===== config.mk =====
export PLATFORM = sky130hd
export DESIGN_NAME = burst_req_issuer
export DESIGN_NICKNAME = d
export VERILOG_FILES = /design/src/rtl/bri_pkg.sv /design/src/rtl/bri_beat_counter.sv /design/src/rtl/bri_addr_split.sv /design/src/rtl/burst_req_issuer.sv
export SDC_FILE = /design/constraint.sdc
export NUM_CORES = 1
export LEC_CHECK = 0
export ABC_AREA = 1
export CORE_MARGIN = 2
export CORE_UTILIZATION = 30
export CTS_CLUSTER_SIZE = 28
export DETAILED_ROUTE_END_ITERATION = 10
export PLACE_DENSITY = 0.72
export SLEW_MARGIN = 0
export SYNTH_ARGS = -nofsm -noshare
export SYNTH_HDL_FRONTEND = slang
export SYNTH_SLANG_ARGS = --single-unit
export TNS_END_PERCENT = 5

===== constraint.sdc =====
create_clock -name clk -period 3.46 [get_ports clk]
set_input_delay 0.692 -clock clk [delete_from_list [all_inputs] [get_ports clk]]
set_output_delay 0.692 -clock clk [all_outputs]
set_load 0.01 [all_outputs]

===== src/rtl/bri_pkg.sv =====
package bri_pkg;

    typedef enum logic {
        CMD_READ  = 1'b0,
        CMD_WRITE = 1'b1
    } bri_kind_e;

endpackage


===== src/rtl/bri_beat_counter.sv =====
module bri_beat_counter #(
    parameter int LEN_W = 4
) (
    input  logic             clk,
    input  logic             rst_n,
    input  logic             load,
    input  logic [LEN_W-1:0] load_count,
    input  logic             beat,
    output logic             last
);

    typedef struct packed {
        logic [LEN_W-1:0] remain;
    } cnt_t;

    cnt_t cnt_d, cnt_q;

    always_comb begin
        cnt_d = cnt_q;
        if (load) begin
            cnt_d.remain = load_count - LEN_W'(1);
        end else if (beat && cnt_q.remain != '0) begin
            cnt_d.remain = cnt_q.remain - LEN_W'(1);
        end
    end

    always_ff @(posedge clk or negedge rst_n) begin
        if (!rst_n) begin
            cnt_q <= '0;
        end else begin
            cnt_q <= cnt_d;
        end
    end

    assign last = (cnt_q.remain == '0);

endmodule


===== src/rtl/bri_addr_split.sv =====
module bri_addr_split #(
    parameter int ROW_W  = 13,
    parameter int BANK_W = 2,
    parameter int COL_W  = 10,
    localparam int ADDR_W = ROW_W + BANK_W + COL_W - 2,
    localparam int CLO_W  = COL_W - 2
) (
    input  logic [ADDR_W-1:0] addr,
    output logic [ROW_W-1:0]  row,
    output logic [BANK_W-1:0] bank,
    output logic [COL_W-1:0]  col
);

    assign row  = addr[ADDR_W-1 -: ROW_W];
    assign bank = addr[CLO_W +: BANK_W];
    assign col  = {addr[CLO_W-1:0], 2'b00};

endmodule


===== src/rtl/burst_req_issuer.sv =====
module burst_req_issuer
    import bri_pkg::*;
#(
    parameter int ROW_W  = 13,
    parameter int BANK_W = 2,
    parameter int COL_W  = 10,
    parameter int LEN_W  = 4,
    localparam int ADDR_W = ROW_W + BANK_W + COL_W - 2
) (
    input  logic              clk,
    input  logic              rst_n,
    input  logic              cmd_valid,
    output logic              cmd_ready,
    input  logic              cmd_write,
    input  logic [ADDR_W-1:0] cmd_addr,
    input  logic [LEN_W-1:0]  cmd_len,
    input  logic              req_ready,
    output logic              req_read,
    output logic              req_write,
    output logic [ADDR_W-1:0] req_addr,
    output logic [LEN_W-1:0]  req_burstcount,
    output logic              req_burstbegin,
    output logic [ROW_W-1:0]  mon_row,
    output logic [BANK_W-1:0] mon_bank,
    output logic [COL_W-1:0]  mon_col
);

    typedef struct packed {
        logic              busy;
        bri_kind_e         kind;
        logic [ADDR_W-1:0] addr;
        logic [LEN_W-1:0]  count;
        logic              strobe;
    } state_t;

    state_t st_d, st_q;

    logic             take;
    logic             finish;
    logic             last_beat;
    logic             wr_beat;
    logic [LEN_W-1:0] eff_len;

    // Zero-length commands are issued as single-beat bursts.
    assign eff_len = (cmd_len == '0) ? LEN_W'(1) : cmd_len;

    assign wr_beat = st_q.busy && (st_q.kind == CMD_WRITE) && req_ready;
    assign finish  = st_q.busy && req_ready
                     && ((st_q.kind == CMD_READ) || last_beat);

    assign cmd_ready = !st_q.busy || finish;
    assign take      = cmd_valid && cmd_ready;

    always_comb begin
        st_d        = st_q;
        st_d.strobe = 1'b0;
        if (take) begin
            st_d.busy   = 1'b1;
            st_d.kind   = bri_kind_e'(cmd_write);
            st_d.addr   = cmd_addr;
            st_d.count  = eff_len;
            st_d.strobe = 1'b1;
        end else if (finish) begin
            st_d.busy = 1'b0;
        end
    end

    always_ff @(posedge clk or negedge rst_n) begin
        if (!rst_n) begin
            st_q <= '{busy: 1'b0, kind: CMD_READ, addr: '0,
                      count: '0, strobe: 1'b0};
        end else begin
            st_q <= st_d;
        end
    end

    bri_beat_counter #(
        .LEN_W(LEN_W)
    ) u_beats (
        .clk       (clk),
        .rst_n     (rst_n),
        .load      (take),
        .load_count(eff_len),
        .beat      (wr_beat),
        .last      (last_beat)
    );

    assign req_read       = st_q.busy && (st_q.kind == CMD_READ);
    assign req_write      = st_q.busy && (st_q.kind == CMD_WRITE);
    assign req_addr       = st_q.addr;
    assign req_burstcount = st_q.count;
    assign req_burstbegin = st_q.strobe;

    bri_addr_split #(
        .ROW_W (ROW_W),
        .BANK_W(BANK_W),
        .COL_W (COL_W)
    ) u_split (
        .addr(st_q.addr),
        .row (mon_row),
        .bank(mon_bank),
        .col (mon_col)
    );

endmodule


==> summary.txt <==
Clock tree
  • Clock latency on the worst-skew pair: ~280 ps
  • # clock sinks: 34
  • Number of H-tree levels: 2
  • CTS max path bufs: 2
  • Clock Tree Root: clkbuf_8
  • # hold bufs at CTS: 0
  • CTS Buf Count: 5
  • Resized cells post-CTS: 0
  • Setup bufs post-CTS: 0
  • TritonCTS clock tree: yes
  • Worst-path clk slew: 70 ps

Pwr
  • Internal Power: 1.576 mW
  • PwrDens: between 900 and 1000 nW/um2
  • Switching pwr: between 0.8 and 0.9 mW
  • Reg power frac: a little under a third
  • Leakage: between 1 and 1.5 nW
  • Combinational Power Share: between 50% and 60%
  • Total power: 2.417 mW
  • Clk network pwr share: 18.7%
  • Worst VDD drop: around 540 uV
  • Switching Share: 34.77%

Hold path
  • Worst Hold Class: input port to async pin

Detailed routing
  • TritonRoute pass-1 iters: 4
  • Final antenna-violating net count: 0
  • Vias per cell: approximately 4.2
  • Final WL: between 3000 and 4000 um
  • DR DRC count: 0
  • Avg WL per Cell: 11.31 um
  • Initial DRC count: 38
  • Routed via count: ~1400

Logic synthesis
  • Synth Area in Simple Gates: between 20% and 30%
  • Syn Area/Cell: around 8.2 um2
  • Synthesized flop and latch total: 34
  • Cell Area, Synth: about 1800 um2
  • Main combinational cell family by area after synthesis: simple AND/OR/NAND/NOR gates
  • Syn Inst Count: ~220
  • Sequential share of the synthesized area: 46.67%
  • Yosys cell types: 23
  • Syn. warnings: 0
  • Post-synthesis mux area share: 0%
  • Compound-Gate Fraction of Synth Area: about 1.6%
  • Xor/xnor share of the synthesized area: 0.4804%
  • Synthesized-area fraction occupied by adder cells: less than 1%

Floorplanning
  • Core Area: 5886 um2
  • Row cnt: 28
  • Starting Density: a little under a third
  • Area of the die: roughly 6700 um2
  • Die width: about 80 um
  • Die height: between 80 and 90 um
  • Io pins: 88

Finish
  • Nets@finish: 292
  • Layout cell share with drive strength beyond 1: roughly 7.7%
  • Area of the multi-input gates: ~520 um2
  • Area Overhead vs Synth: 37.27%
  • N_diodes: 0
  • Fill count: 603
  • Register area: 850.8 um2

Timing
  • Clock skew: approximately 8.1 ps
  • FMAX: between 300 and 400 MHz
  • Setup TNS: 0 ps
  • Slew Viols, Final: 0
  • Fin crit share: between 70% and 80%
  • Max-slew headroom: between 40% and 50%
  • Final setup fails: 0
  • Final Hold Vio Count: 0
  • Worst Max-Slew Pin Slew: 772.2 ps
  • Min Tclk post-route: about 2700 ps
  • RSZ-0062 raised after global routing: no

Place
  • Post-DP HPWL: between 2000 and 3000 um
  • Final RePlAce weighted congestion: between 0.8 and 0.9
  • PortBufs: 85

Global route
  • Largest net degree at the start of global routing: 35
  • Initial antenna violation count: 0
  • Global-route wire length before repair: 6092 um
  • Grt total ovfl: 0
  • Vias in the first global route: 1358
  • Total GRT Usage: approximately an eighth

Setup path
  • CP Launch Type: input port
  • Crit path max fanout: 4
  • RR Startpoint: u_beats.cnt_q[0]
  • Data required, critical path: around 2800 ps
  • Crit Path Class: input port to primary output
  • Arrival time at the worst endpoint: a little over 2000 ps
  • Critical Path Sink Type: primary output
  • Critical Path Source: req_ready

Run
  • Max Cap Viol: 0

Outcome
  • Status: finished, final reports clean
routing by layer:
metal | GRT usage (%) | routed length [um] | up-vias
met4 | 4.167 | 35 | 0
met3 | 3.736 | 294 | 5
met1 | 13.61 | 1603 | 650
met2 | 21.14 | 1856 | 55
li1 | - | - | 693
met5 | 0 | 0 | -
registers in the layout, summed over array words and instances (netlist names):
signal,count
req_addr,23
req_burstbegin,1
req_burstcount,4
st_q,2
u_beats.cnt_q,4
path summary, 6_finish.rpt:
kind	cells past startpoint	endpoint	slack (ps)
worst min-delay path	1	req_addr[13]	490
worst max register to register	12	u_beats.cnt_q[2]	1420
worst max-delay path	6	cmd_ready	720
worst min register to register	2	req_burstcount[1]	490
min in group clk	2	req_burstcount[1]	490
max in group asynchronous	1	req_addr[0]	2480
kinds of logic after synthesis:
group,after synthesis
AND/OR/NAND/NOR,113
buffers and inverters,67
XOR/XNOR,1
adder cells (fa/ha/maj),1
other,1
flip-flops,34
AO/OA/AOI/OAI,5
synth_stat cells:
library cell	number	area, um2
nor3_1	1	5.000
nand4_1	2	12.51
nand3_1	2	10.01
o21ai_0	3	15.01
inv_1	7	26.28
conb_1	1	3.750
nand2_1	99	371.6
or2_2	1	6.260
clkbuf_1	1	3.750
o21ai_2	1	8.760
nand3_4	1	17.52
o21ai_1	1	5.000
dfrtp_1	34	850.8
nand2_4	1	11.26
buf_4	52	390.4
nor2_2	1	6.260
inv_4	1	6.260
ha_1	1	12.51
buf_2	4	20.02
xor2_1	1	8.760
inv_2	2	7.510
nor2_1	3	11.26
nand2_2	2	12.51
cell type report:
| class | instances | share of cell area (%) |
|---|---|---|
| sequential | 34 | 34.00 |
| clock buffer | 6 | 3.300 |
| timing repair buffer | 86 | 34.10 |
| multi-input combinational | 122 | 20.85 |
| tap | 75 | 3.750 |
| clock inverter | 2 | 2.400 |
| inverter | 10 | 1.600 |
power by group through the flow:
| stage | Clock [mW] | Combinational, mW | Sequential (mW) |
|---|---|---|---|
| after floorplan | 0 | 0.931 | 0.704 |
| after global placement | 0 | 1.22 | 0.737 |
| after detailed placement | 0 | 1.25 | 0.741 |
| after CTS | 0.466 | 1.26 | 0.736 |
| after global routing | 0.491 | 1.37 | 0.759 |
| final | 0.453 | 1.23 | 0.731 |
worst max-delay path: stages:
cell             delay [ps]
clkdlybuf4s50_1         460
inv_1                    60
nand2_1                 160
nand2_1                  80
inv_1                    70
clkdlybuf4s50_1         530
through the flow:
step                      setup WS [ps]  hold WS (ps)  util [%]  instance area [um2]  std cells
after CTS                         713.4         499.2     42.52                 2502        335
after global placement            744.5         469.5     40.09                 2360        327
after global routing              648.1         516.5     42.52                 2502        335
final                             724.8         486.1     42.52                 2502        335
after detailed placement          679.4         482.6     40.09                 2360        327
after floorplan                    1670         396.4         -                 1827        223
cells in the final DEF, fill, tap and decap left out, types with 2 or more instances in the layout:
master and n:
nand4_1 2, inv_1 7, o21ai_0 3, clkbuf_8 6, nor2_1 3, inv_2 2
nand2_2 2, clkdlybuf4s50_1 84, bufinv_16 2, nand2_1 99, nand3_1 2, conb_1 2
dfrtp_1 34
No activity file was read; power rests on OpenSTA's default activity.
